<file path="src/rtl/chop_pkg.sv">
package chop_pkg;

  // Strobes from the control FSM to the counter datapath
  typedef struct packed {
    logic clearAll;   // bridge disabled: drop off-time and blanking state
    logic loadBlank;  // start a blanking window
    logic loadOff;    // start a fixed off time
    logic loadHold;   // (re)start the flag hold timer
  } chopStrobe_t;

endpackage

</file>
<file path="src/rtl/chop_dncnt.sv">
// Loadable down-counter with an optional clear; busy while non-zero.
module chop_dncnt #(
  parameter int LOAD_VAL  = 4,
  parameter bit CLEARABLE = 1'b1
) (
  input  logic clk,
  input  logic rstN,
  input  logic clr,
  input  logic load,
  output logic busy
);
  localparam int W = $clog2(LOAD_VAL + 2);
  localparam logic [W-1:0] LOADV = W'(LOAD_VAL);

  logic [W-1:0] cnt;
  logic         clrEff;

  generate
    if (CLEARABLE) begin : g_clr
      assign clrEff = clr;
    end else begin : g_noclr
      assign clrEff = 1'b0;
      logic unusedClr;
      assign unusedClr = clr;
    end
  endgenerate

  always_ff @(posedge clk or negedge rstN) begin
    if (!rstN)            cnt <= '0;
    else if (clrEff)      cnt <= '0;
    else if (load)        cnt <= LOADV;
    else if (cnt != '0)   cnt <= cnt - 1'b1;
  end

  assign busy = (cnt != '0);
endmodule

</file>
<file path="src/rtl/chop_cnt.sv">
// Datapath: blanking, off-time and flag-hold counters.
module chop_cnt
  import chop_pkg::*;
#(
  parameter int BLANK_CYC = 375,
  parameter int OFF_CYC   = 3750,
  parameter int HOLD_CYC  = 37500
) (
  input  logic        clk,
  input  logic        rstN,
  input  chopStrobe_t stb,
  output logic        blankBusy,
  output logic        offLast,
  output logic        holdBusy
);
  logic offBusy;

  chop_dncnt #(.LOAD_VAL(BLANK_CYC), .CLEARABLE(1'b1)) blank_i (
    .clk(clk), .rstN(rstN), .clr(stb.clearAll), .load(stb.loadBlank), .busy(blankBusy)
  );

  // Loaded with OFF_CYC-1 so that the off phase spans OFF_CYC cycles
  chop_dncnt #(.LOAD_VAL(OFF_CYC - 1), .CLEARABLE(1'b1)) off_i (
    .clk(clk), .rstN(rstN), .clr(stb.clearAll), .load(stb.loadOff), .busy(offBusy)
  );

  // Flag hold keeps running through a disable
  chop_dncnt #(.LOAD_VAL(HOLD_CYC), .CLEARABLE(1'b0)) hold_i (
    .clk(clk), .rstN(rstN), .clr(stb.clearAll), .load(stb.loadHold), .busy(holdBusy)
  );

  assign offLast = !offBusy;
endmodule

</file>
<file path="src/rtl/chop_ctrl.sv">
// Control: on/off phase and strobe generation.
module chop_ctrl
  import chop_pkg::*;
(
  input  logic        clk,
  input  logic        rstN,
  input  logic        bridgeEn,
  input  logic        switchEvt,
  input  logic        overThresh,
  input  logic        blankBusy,
  input  logic        offLast,
  output chopStrobe_t stb,
  output logic        offPhase
);
  logic tripNow;
  logic endOff;

  always_comb begin
    tripNow = bridgeEn && !offPhase && overThresh && !switchEvt && !blankBusy;
    endOff  = bridgeEn && offPhase && offLast;
    stb.clearAll  = !bridgeEn;
    stb.loadBlank = bridgeEn && (switchEvt || endOff);
    stb.loadOff   = tripNow;
    stb.loadHold  = tripNow;
  end

  always_ff @(posedge clk or negedge rstN) begin
    if (!rstN)          offPhase <= 1'b0;
    else if (!bridgeEn) offPhase <= 1'b0;
    else if (tripNow)   offPhase <= 1'b1;
    else if (endOff)    offPhase <= 1'b0;
  end
endmodule

</file>
<file path="src/rtl/chop_limiter.sv">
// Top: fixed off-time peak-current chopper for one bridge.
module chop_limiter
  import chop_pkg::*;
#(
  parameter int CLK_MHZ  = 125,
  parameter int BLANK_NS = 3000,
  parameter int OFF_US   = 30,
  parameter int HOLD_US  = 300
) (
  input  logic clk,
  input  logic rstN,
  input  logic bridgeEn,
  input  logic switchEvt,
  input  logic overThresh,
  output logic chopOff,
  output logic faultN
);
  localparam int BLANK_CYC = CLK_MHZ * BLANK_NS / 1000;
  localparam int OFF_CYC   = CLK_MHZ * OFF_US;
  localparam int HOLD_CYC  = CLK_MHZ * HOLD_US;

  chopStrobe_t stb;
  logic blankBusy, offLast, holdBusy, offPhase;

  chop_ctrl ctrl_i (
    .clk(clk), .rstN(rstN), .bridgeEn(bridgeEn), .switchEvt(switchEvt),
    .overThresh(overThresh), .blankBusy(blankBusy), .offLast(offLast),
    .stb(stb), .offPhase(offPhase)
  );

  chop_cnt #(.BLANK_CYC(BLANK_CYC), .OFF_CYC(OFF_CYC), .HOLD_CYC(HOLD_CYC)) cnt_i (
    .clk(clk), .rstN(rstN), .stb(stb),
    .blankBusy(blankBusy), .offLast(offLast), .holdBusy(holdBusy)
  );

  assign chopOff = offPhase;
  assign faultN  = !holdBusy;
endmodule

</file>
<file path="config.mk">
export PLATFORM = sky130hd
export DESIGN_NAME = chop_limiter
export DESIGN_NICKNAME = d
export VERILOG_FILES = /design/src/rtl/chop_pkg.sv /design/src/rtl/chop_dncnt.sv /design/src/rtl/chop_cnt.sv /design/src/rtl/chop_ctrl.sv /design/src/rtl/chop_limiter.sv
export SDC_FILE = /design/constraint.sdc
export NUM_CORES = 1
export LEC_CHECK = 0
export ABC_CLOCK_PERIOD_IN_PS = 1900
export BUFFER_PORTS_ARGS = -buffer_cell sky130_fd_sc_hd__buf_2
export CORE_UTILIZATION = 45
export DETAILED_ROUTE_END_ITERATION = 6
export PLACE_DENSITY = 0.66
export SLEW_MARGIN = 20
export SYNTH_ARGS = -nofsm -noshare
export SYNTH_HDL_FRONTEND = slang
export SYNTH_SLANG_ARGS = --single-unit
</file>
<file path="constraint.sdc">
create_clock -name clk -period 1.9 [get_ports clk]
set_input_delay 0.38 -clock clk [delete_from_list [all_inputs] [get_ports clk]]
set_output_delay 0.38 -clock clk [all_outputs]
set_load 0.05 [all_outputs]
</file>
# Word-level counts from Yosys, hierarchy flattened
# Index checks and enable logic that the tools add are counted.
# totals
word_cells	38
ff_bits	38
out_inout_bits	2
input_bits	5
# classes
n_eq_ne	3
muxes	11
n_reduce_logical	17
n_addsub	3
# op_table
cell	n
$mux 12	3
$mux 16	2
$mux 9	3
$reduce_bool 16->1	1
$sub 16x1->16 const B	1
$reduce_bool 12->1	1
$sub 12x1->12 const B	1
$ne 3x1->1 const B	3
$reduce_bool 9->1	1
$sub 9x1->9 const B	1
$logic_and 1x1->1	7
$logic_not 1->1	5
$mux 1	3
$reduce_bool 2->1	1
$logic_or 1x1->1	1

# Logic depth before layout (Yosys ltp)
# Gate-level depths: netlist (run 1).
# depth
word_depth	7
mapped_depth	7
depth_no_buf	7

# Modules after synthesis
# From an unflattened synthesis (run 1), not the netlist that was laid out.
# hier_totals
cells_unflattened	237
hier_area_um2	2207.1
# by_module_without_submodules
module	n_inst	area_each_um2	cells_per_inst	seq_area_each_um2
chop_dncnt (cnt_i.hold_i)	1	903.4	102	400.4
chop_dncnt (cnt_i.off_i)	1	706.9	71	300.3
chop_dncnt (cnt_i.blank_i)	1	503.0	52	225.2
chop_ctrl	1	86.3	10	25.0
chop_cnt	1	3.8	1	0.0
chop_limiter	1	3.8	1	0.0

# Worst setup path before layout (run 1)
# Ideal clock, no wire load.
# synth_path
kind	register to register
from	reg cnt_i.hold_i.cnt[0]
to	reg cnt_i.hold_i.cnt[5]
synth_period_minus_slack_ns	1.908
required_time_ns	1.768
arrival_time_ns	1.777
setup_ns	0.132
setup_slack_ns	-0.008
path_stages_with_launch	8
path_buffers	0
cell_sequence	dfrtp_1 > inv_1 > ha_1 > nor4b_1 > nand4_2 > clkinv_2 > nor3_1 > or3b_1
# synth_via
elab_chain_cells	3
word_cells_on_any_way	5
classes_between	1 x add/sub; 2 x mux; 2 x reduce/logical
# synth_rtl
item	line	rtl
from (decl)	chop_dncnt.sv:15	logic [W-1:0] cnt;
from (signal assigned)	chop_dncnt.sv:32	else if (cnt != '0) cnt <= cnt - 1'b1;
$sub 16x1->16	chop_dncnt.sv:32	
$mux 16	chop_dncnt.sv:32	
$mux 16	chop_dncnt.sv:31	else if (load) cnt <= LOADV;
# Parallel ways exist; a longest one is shown, timed or not. The select of a mux whose other input is x is not followed.
# A chain may end at the register's enable or synchronous reset.

# Worst setup path in the final report (run 1)
# layout_path
from	reg cnt_i.hold_i.cnt[6]
to	out faultN
# layout_via
elab_chain_cells	2
# layout_rtl
item	line	rtl
$reduce_bool 16->1	chop_dncnt.sv:35	assign busy = (cnt != '0);
$logic_not 1->1	chop_limiter.sv:37	assign faultN = !holdBusy;
to (decl)	chop_limiter.sv:16	output logic faultN
# No other way between the ends.

==> results.json, run 1 <==
{
  "status": "completed",
  "fp.coreArea_mm2": 0.004474,
  "ctsRootBufferMaster": "clkbuf_8",
  "drt_wl_total_um": 4740,
  "start_util_pct": 47.99,
  "max_freq_ghz": 0.5307,
  "setup_viol_count_final": 0,
  "clk_path_buf_depth": 2,
  "cts_buffers": 5,
  "clock_skew_ns": 0.006450,
  "p_comb_share_pct": 43.7,
  "grt_util_all_layers_pct": 20.51,
  "pwr-share-seq_pct": 37.9,
  "hold_path.class": "in -> async",
  "wl_per_cell_um": 15.00,
  "final_cell_mix": "35 x dfrtp_1, 31 x buf_4, 20 x nor2_1",
  "synthToLayoutAreaGrowth_pct": 22.32,
  "synthAdderAreaFrac_pct": 2.331,
  "ir_drop_mv": 0.7711,
  "met1_length_um": 2228,
  "fin_crit_ns": 1.884,
  "yosys.area_share.simple_pct": 29.37,
  "num_rows": 24,
  "top_layer_used": "met4",
  "max_cap_violations": 0,
  "switching_share_pct": 38.45,
  "die_w_um": 71.08,
  "worstSetupStartpointType": "flop",
  "vias": 1828,
  "power.density_mw_per_mm2": 1401,
  "wl_met3_um": 157,
  "hold_viol": 0,
  "async_reset_ff_share_pct": 100.0,
  "drtPass1Iterations": 4,
  "synth.area.mux_share_pct": 1.923,
  "crit_type": "reg -> out",
  "r2r-start": "cnt_i.hold_i.cnt[0]$_DFFE_PN0P_",
  "synth_top_family_by_area": "simple AND/OR/NAND/NOR gates",
  "rr_worst_depth": 5,
  "fp.dieArea_mm2": 0.005052,
  "drc": 0,
  "fp.dieH_um": 71.08,
  "slew_headroom_pct": 60.30,
  "ys.flop_type": "dfrtp_1",
  "synth_compound_gate_area_share_pct": 15.97,
  "seq_area_frac_synth_pct": 44.29,
  "wl_met2_um": 2309,
  "stdcell_count": 316,
  "ys_seq_elements": 38,
  "critPathLaunch": "cnt_i.hold_i.cnt[6]$_DFFE_PN0P_",
  "power_mw": 3.680,
  "grt_max_degree": 39,
  "first_global_vias": 1767,
  "path_clk_slew_ns": 0.08,
  "layout.nets": 272,
  "cts_hold_buffers": 0,
  "cts_tree": "yes",
  "r2r_setup_slack_ns": 0.03,
  "cp.arrival_ns": 1.50,
  "worstSetupEndpoint": "faultN",
  "grt_pass1_wl_um": 8045,
  "preCtsSetupSlack_ns": -0.02852,
  "synth_xor_area_share_pct": 3.263,
  "holdWs_ns": 0.1367,
  "synth_warnings": 0,
  "io_buffers": 6,
  "grt_overflow": 0,
  "synth_area_mm2": 0.002147,
  "io_pins": 7,
  "worst_slew_pin_slew_ns": 0.5927,
  "mostFrequentLayoutCell": "dfrtp_1",
  "dp_hpwl_um": 3227,
  "r2r-end": "cnt_i.hold_i.cnt[5]$_DFFE_PN0P_",
  "switchingPower_mw": 1.415,
  "clock_power_share_pct": 18.3,
  "leakage_nw": 1.118,
  "endpoint_kind": "output port",
  "htreeDepth": 2,
  "setup_slack_ns": 0.01585,
  "synth_cells": 226,
  "layout_worst_path_cycle_share_pct": 99.17,
  "rsz0062_at_grt": "yes",
  "drv_slew": 0,
  "fin_util_pct": 58.70,
  "place_inst": 301,
  "cp.required_ns": 1.52,
  "ant_nets": 0,
  "antenna_cells": 0,
  "cp_max_fo": 4,
  "clkLatencyLatePin_ns": 0.29,
  "gp_congestion": 0.7992,
  "drive_gt1_share_pct": 27.65,
  "synth_fp_nets": 235,
  "internal-power_mw": 2.265,
  "via_per_inst": 5.785,
  "synthDistinctLibCells": 50,
  "synth_enable_flop_cells": 0,
  "first_iter_violations": 73,
  "antenna_found_initial": 0,
  "avgSynthCellArea_um2": 9.500,
  "clock-sinks": 38
}
[synthesized netlist by cell type, drive strengths merged, types with 3 or more instances]
cell type | count | area (um^2)
xor2 | 3 | 26.28
inv | 7 | 26.28
nand4 | 7 | 50.05
dfrtp | 38 | 950.9
nand2 | 13 | 48.80
xnor2 | 5 | 43.79
o31ai | 3 | 22.52
a21oi | 16 | 80.08
buf | 3 | 15.01
nor2 | 20 | 75.07
or4b | 3 | 30.03
clkbuf | 4 | 15.01
nor3 | 11 | 65.06
a31oi | 4 | 25.02
mux2i | 3 | 30.03
nand3 | 9 | 50.05
or3 | 9 | 56.30
nor4 | 8 | 86.33
or4 | 4 | 30.03
ha | 4 | 50.05
nand2b | 4 | 25.02
nor2b | 4 | 25.02
o21ai | 14 | 70.07
[worst max-delay path, cell delays in order, from the launching register on]
cell and delay [ns]:
dfrtp_1 0.44, nor4_4 0.36, nand4_2 0.19, clkinv_4 0.09, buf_8 0.14
[per-stage QoR]
stage	setup TNS, ns	instance area [um^2]
3_3_place_gp	0	2396
2_1_floorplan	0	2151
3_5_place_dp	-0.02852	2396
5_1_grt	-0.09613	2626
6_report	0	2626
4_1_cts	-0.001029	2581
[power groups by stage]
stage / sequential [mW] / combinational, mW / clock [mW]
after floorplan: 1.33 / 1.03 / 0
after global placement: 1.38 / 1.42 / 0
after detailed placement: 1.39 / 1.45 / 0
after CTS: 1.38 / 1.53 / 0.704
after global routing: 1.44 / 1.80 / 0.732
final: 1.40 / 1.61 / 0.674
[timing repair]
item | 4_1_cts | 5_1_grt
setup buffers | 5 | 2
resized for setup | 10 | 10
pin swaps | 2 | 2
setup endpoints to repair | 2 | 9
[metal layers]
metal	up-vias	global-route usage [%]
li1	921	-
met2	29	35.36
met1	872	26.15
met3	6	4.843
met4	0	4.889
met5	-	0
[kinds of logic (layout without fill, tap and decap cells)]
family                   after synthesis  in the layout
multiplexers                           4              4
AND/OR/NAND/NOR                      103            103
XOR/XNOR                               8              8
AO/OA/AOI/OAI                         54             54
buffers and inverters                 15             53
flip-flops                            38             38
adder cells (fa/ha/maj)                4              4
[worst min-delay path by stage]
stage | slack, ns | depth (start not counted) | to
finish | 0.14 | 2 | cnt_i.hold_i.cnt[6]$_DFFE_PN0P_
global placement | 0.46 | 2 | cnt_i.hold_i.cnt[10]$_DFFE_PN0P_
floorplan | 0.08 | 0 | cnt_i.blank_i.cnt[0]$_DFFE_PN0P_
detailed placement | 0.46 | 2 | cnt_i.hold_i.cnt[12]$_DFFE_PN0P_
global route | 0.18 | 2 | cnt_i.hold_i.cnt[6]$_DFFE_PN0P_
CTS | 0.14 | 2 | cnt_i.hold_i.cnt[6]$_DFFE_PN0P_
[sequential cells by signal, indices dropped and copies added (netlist names)]
name and count:
cnt_i.blank_i.cnt 9, ctrl_i.offPhase 1, cnt_i.off_i.cnt 12, cnt_i.hold_i.cnt 16
[area by class of cell]
cell class / count / area, um^2
Tap cell: 52 / 65.06
Clock buffer: 5 / 68.82
Fill cell: 395 / 1848
Timing Repair Buffer: 37 / 272.8
Multi-Input combinational cell: 173 / 1190
Clock inverter: 3 / 40.04
Sequential cell: 38 / 954.7
Inverter: 8 / 35.03
(Power assumes the default switching activity.)
==> run 2: changes to the inputs <==
HOLD_SLACK_MARGIN = 0.15   (was unset)
==> run 2 against run 1 <==
Sequential power is essentially flat. Sequential share of layout area shrank 0.14 points. Non-clock buffer count grew 1. Die area is the same. Flip-flop and latch count is the same. Power is essentially flat. Critical path type unchanged. Fmax is essentially flat. Cell count grew 0.32%. Worst setup slack lost 0.0019 ns. Register-to-register slack is essentially flat. Hold slack gained 0.29 ns.
==> results.json, run 2 (synthesized netlist as in run 1, its figures left out) <==
{
  "cp_max_fo": 4,
  "drc": 0,
  "grt_pass1_wl_um": 8045,
  "clkLatencyLatePin_ns": 0.29,
  "r2r_setup_slack_ns": 0.03,
  "max_stage_delay_ns": 0.44,
  "worstSetupStartpointType": "flop",
  "regMostFlops": "cnt_i.hold_i.cnt",
  "r2r-start": "cnt_i.hold_i.cnt[0]$_DFFE_PN0P_",
  "first_global_vias": 1767,
  "fin_util_pct": 58.92,
  "cts_buffers": 5,
  "io_pins": 7,
  "fp.dieH_um": 71.08,
  "clock-sinks": 38,
  "grt_max_degree": 39,
  "drt_wl_total_um": 4738,
  "slew_headroom_pct": 60.12,
  "critPathLaunch": "cnt_i.hold_i.cnt[6]$_DFFE_PN0P_",
  "die_w_um": 71.08,
  "max_cap_violations": 0,
  "antenna_cells": 0,
  "layout_worst_path_cycle_share_pct": 99.26,
  "fp.coreArea_mm2": 0.004474,
  "cts_tree": "yes",
  "endpoint_kind": "output port",
  "place_inst": 301,
  "clk_path_buf_depth": 2,
  "min_from": "switchEvt",
  "leakage_nw": 1.122,
  "fin_crit_ns": 1.886,
  "num_rows": 24,
  "drv_slew": 0,
  "n_fill_cell": 394,
  "ir_drop_mv": 0.7731,
  "grt_overflow": 0,
  "via_per_inst": 5.732,
  "layout.nets": 273,
  "status": "completed",
  "crit_slowest_cell": "dfrtp_1",
  "largest_reg_flops": 16,
  "start_util_pct": 47.99,
  "max_freq_ghz": 0.5302,
  "drive_gt1_share_pct": 27.55,
  "hold_path.class": "in -> reg",
  "ctsRootBufferMaster": "clkbuf_8",
  "setup_viol_count_final": 0,
  "htreeDepth": 2,
  "stdcell_count": 317,
  "r2r-end": "cnt_i.hold_i.cnt[5]$_DFFE_PN0P_",
  "cp.required_ns": 1.52,
  "rr_worst_depth": 5,
  "register_area_um2": 954.7,
  "first_iter_violations": 63,
  "clock_skew_ns": 0.006219,
  "worst_slew_pin_slew_ns": 0.5954,
  "crit_type": "reg -> out",
  "wl_per_cell_um": 14.95,
  "gp_congestion": 0.7992,
  "vias": 1817,
  "antenna_found_initial": 0,
  "rsz0062_at_grt": "yes",
  "synthToLayoutAreaGrowth_pct": 22.79,
  "final_cell_mix": "35 x dfrtp_1, 31 x buf_4, 20 x nor2_1",
  "multiInputGateArea_mm2": 0.001190,
  "worstSetupEndpoint": "faultN",
  "fp.dieArea_mm2": 0.005052,
  "grt_util_all_layers_pct": 20.51,
  "reg.largest.list": "cnt_i.hold_i.cnt: 16 flops, cnt_i.off_i.cnt: 12 flops, cnt_i.blank_i.cnt: 9 flops",
  "path_clk_slew_ns": 0.08,
  "power.density_mw_per_mm2": 1397,
  "dp_hpwl_um": 3227,
  "cp.arrival_ns": 1.51,
  "mostFrequentLayoutCell": "dfrtp_1",
  "io_buffers": 6,
  "cp_cell_sequence": "nor4_4, nand4_2, clkinv_4, buf_8",
  "ant_nets": 0,
  "hold_viol": 0,
  "drtPass1Iterations": 4
}
[run 2: cell count changes in the layout (fill, tap and decap cells not counted)]
cell           delta
dlygate4sd3_1     +1
[run 2: critical path: cells and delay by family (launching register included)]
family | cells | cell delay, ns
AND/OR/NAND/NOR | 2 | 0.55
flip-flops | 1 | 0.44
buffers and inverters | 2 | 0.23
[run 2: area by class of cell]
| class | count | area share, % |
|---|---|---|
| inverters | 8 | 1.329 |
| well taps | 52 | 2.468 |
| clock inverters | 3 | 1.519 |
| repair buffers | 38 | 10.73 |
| clock buffers | 5 | 2.610 |
| flip-flops and latches | 38 | 36.21 |
| multi-input cells | 173 | 45.14 |
[run 2: worst min path at each step]
stage,to,slack (ns),depth (start not counted)
global route,cnt_i.blank_i.cnt[7]$_DFFE_PN0P_,0.42,3
detailed placement,cnt_i.hold_i.cnt[12]$_DFFE_PN0P_,0.46,2
finish,cnt_i.blank_i.cnt[7]$_DFFE_PN0P_,0.43,3
floorplan,cnt_i.blank_i.cnt[0]$_DFFE_PN0P_,0.08,0
CTS,cnt_i.blank_i.cnt[7]$_DFFE_PN0P_,0.41,3
global placement,cnt_i.hold_i.cnt[10]$_DFFE_PN0P_,0.46,2
[run 2: repair_timing]
item	CTS	global route
setup buffers	5	2
endpoints found under the setup margin	2	9
endpoints found under the hold margin	37	0
hold buffers	1	0
pin swaps	2	2
gates resized for setup	10	10
[run 2: power by group]
group          internal [mW]  leakage, nW  total (mW)  switching, mW
registers               1.07        0.461        1.40          0.326
logic                  0.809        0.603        1.61          0.803
clock network          0.386       0.0579       0.674          0.287
total                   2.27         1.12        3.68           1.42
[run 2: through the flow]
stage	power (mW)	hold slack [ns]	setup slack [ns]	TNS [ns]	instance area, um^2
3_5_place_dp	2.837	0.4641	-0.02852	-0.02852	2396
5_1_grt	3.981	0.4242	-0.08639	-0.09613	2636
3_3_place_gp	2.796	0.4644	0.04541	0	2396
6_report	3.683	0.4271	0.01400	0	2636
2_1_floorplan	2.361	0.08441	0.03761	0	2151
4_1_cts	3.611	0.4114	-0.001029	-0.001029	2591
[run 2: per-layer routing]
| layer | vias to the layer above | wire [um] | track usage (%) |
|---|---|---|---|
| met4 | 0 | 44 | 4.889 |
| met5 | - | 0 | 0 |
| met2 | 26 | 2323 | 35.36 |
| met3 | 6 | 127 | 4.843 |
| li1 | 922 | - | - |
| met1 | 863 | 2243 | 26.15 |
==> run 3: changes to the inputs <==
ABC_CLOCK_PERIOD_IN_PS = 1800   (was 1900)
clock period = 1.8 ns   (was 1.9 ns; I/O delays follow)
==> run 3 against run 2 <==
The run now ends with setup timing left. Sequential share of layout area decreased by 1.9 points. Clock skew is 0.0059 ns higher. Wire length increased by 10%. Combinational power is 24% higher. Clock power is 17% lower. Hold slack improved by 0.0076 ns. Global-route usage is 1.9 points higher. Critical path type unchanged. Largest cell class unchanged.
==> results.json, run 3 (synthesized netlist as in run 1, its figures left out) <==
{
  "stdcell_count": 333,
  "antenna_cells": 0,
  "drtPass1Iterations": 4,
  "io_buffers": 6,
  "clock_skew_ns": 0.01214,
  "fin_util_pct": 62.14,
  "first_iter_violations": 135,
  "hold_path.class": "in -> reg",
  "ctsRootBufferMaster": "clkbuf_8",
  "fp.dieArea_mm2": 0.005052,
  "drt_wl_total_um": 5218,
  "synthToLayoutAreaGrowth_pct": 29.49,
  "grt_overflow": 0,
  "preCtsSetupSlack_ns": -0.02724,
  "final_cell_mix": "47 x buf_4, 36 x dfrtp_1, 19 x nor2_1",
  "slew_headroom_pct": 72.91,
  "grt_max_degree": 18,
  "power.density_mw_per_mm2": 1438,
  "clock-sinks": 38,
  "register_area_um2": 953.4,
  "layout.nets": 290,
  "path_clk_slew_ns": 0.08,
  "worst_slew_pin_slew_ns": 0.4050,
  "grt_pass1_wl_um": 8880,
  "fp.dieH_um": 71.08,
  "drive_gt1_share_pct": 34.52,
  "multiInputGateArea_mm2": 0.001234,
  "regMostFlops": "cnt_i.hold_i.cnt",
  "worstSetupStartpointType": "flop",
  "crit_type": "reg -> out",
  "crit_buf_inv": 3,
  "endpoint_kind": "output port",
  "drv_slew": 0,
  "fp.coreArea_mm2": 0.004474,
  "cp_cell_sequence": "inv_2, ha_4, nor4b_4, nand4_4, clkinv_4, buf_8",
  "gp_congestion": 0.8323,
  "grt_util_all_layers_pct": 22.38,
  "antenna_found_initial": 0,
  "via_per_inst": 5.790,
  "htreeDepth": 2,
  "clkLatencyLatePin_ns": 0.29,
  "max_stage_delay_ns": 0.40,
  "mostFrequentLayoutCell": "buf_4",
  "first_global_vias": 1955,
  "crit_slowest_cell": "dfrtp_1",
  "n_fill_cell": 391,
  "ant_nets": 0,
  "drc": 0,
  "clk_path_buf_depth": 2,
  "path_delay_family": "flip-flops",
  "cp_max_fo": 2,
  "place_inst": 313,
  "layout_worst_path_cycle_share_pct": 102.9,
  "cts_tree": "yes",
  "violations": "setup timing",
  "cp.arrival_ns": 1.49,
  "largest_reg_flops": 16,
  "rsz0062_at_grt": "yes",
  "cp.required_ns": 1.44,
  "wl_per_cell_um": 15.67,
  "max_cap_violations": 0,
  "ir_drop_mv": 0.9758,
  "io_pins": 7,
  "hold_viol": 0,
  "die_w_um": 71.08,
  "setup_slack_ns": -0.05202,
  "vias": 1928,
  "status": "finished with violations",
  "leakage_nw": 1.206,
  "cts_buffers": 5,
  "fin_crit_ns": 1.852,
  "dp_hpwl_um": 3675,
  "reg.largest.list": "cnt_i.hold_i.cnt: 16 flops, cnt_i.off_i.cnt: 12 flops, cnt_i.blank_i.cnt: 9 flops",
  "num_rows": 24,
  "max_freq_ghz": 0.5400,
  "start_util_pct": 47.99,
  "setup_viol_count_final": 2
}
run 3: final timing paths:
check	start	to	slack (ns)	cells past startpoint
worst min register to register	cnt_i.blank_i.cnt[8]$_DFFE_PN0P_	cnt_i.blank_i.cnt[8]$_DFFE_PN0P_	0.57	2
worst min-delay path	switchEvt	cnt_i.blank_i.cnt[3]$_DFFE_PN0P_	0.43	3
min in group asynchronous	rstN	cnt_i.hold_i.cnt[14]$_DFFE_PN0P_	0.52	2
worst max register to register	cnt_i.hold_i.cnt[0]$_DFFE_PN0P_	cnt_i.hold_i.cnt[5]$_DFFE_PN0P_	-0.05	5
worst max-delay path	cnt_i.hold_i.cnt[0]$_DFFE_PN0P_	faultN	-0.05	6
max in group asynchronous	rstN	cnt_i.off_i.cnt[11]$_DFFE_PN0P_	0.76	3
run 3: worst reg2reg max path, delay by kind of cell, from the launching register on:
family / cells / cell delay, ns
AO/OA/AOI/OAI: 1 / 0.10
buffers and inverters: 1 / 0.15
flip-flops: 1 / 0.40
AND/OR/NAND/NOR: 3 / 1.07
run 3: area by class of cell:
cell class	instances	share of cell area [%]
multi-input combinational	173	44.37
sequential	38	34.29
timing repair buffer	55	14.90
clock buffer	5	2.475
tap	52	2.340
inverter	8	1.260
clock inverter	2	0.3600
run 3: power breakdown:
group	total (mW)	switching (mW)	leakage [nW]	internal, mW
combinational	1.99	0.957	0.700	1.03
sequential	1.45	0.326	0.462	1.13
clock	0.558	0.298	0.0438	0.260
run 3: repair_timing:
item | 4_1_cts | 5_1_grt
pin swaps | 3 | 6
endpoints found under the hold margin | 15 | 0
buffers inserted | 5 | 7
resized for setup | 14 | 17
setup endpoints to repair | 7 | 11
hold buffers | 1 | 0
run 3: stage by stage:
stage	setup TNS (ns)	hold slack, ns	total power [mW]	instance area, um^2
final	-0.09817	0.4347	3.998	2780
after global routing	-0.5081	0.4459	4.299	2780
after CTS	-0.07822	0.4133	3.845	2679
after detailed placement	-0.05043	0.3099	3.161	2492
after global placement	0	0.3037	3.105	2492
after floorplan	0	0.06441	2.497	2157
run 3: metal layers:
metal | vias to the layer above | share of wire [%] | track usage [%]
met5 | - | 0 | 0
met4 | 0 | 0.40 | 5.556
met3 | 2 | 2.8 | 3.561
met2 | 30 | 51 | 38.57
met1 | 941 | 46 | 29.54
li1 | 955 | - | -
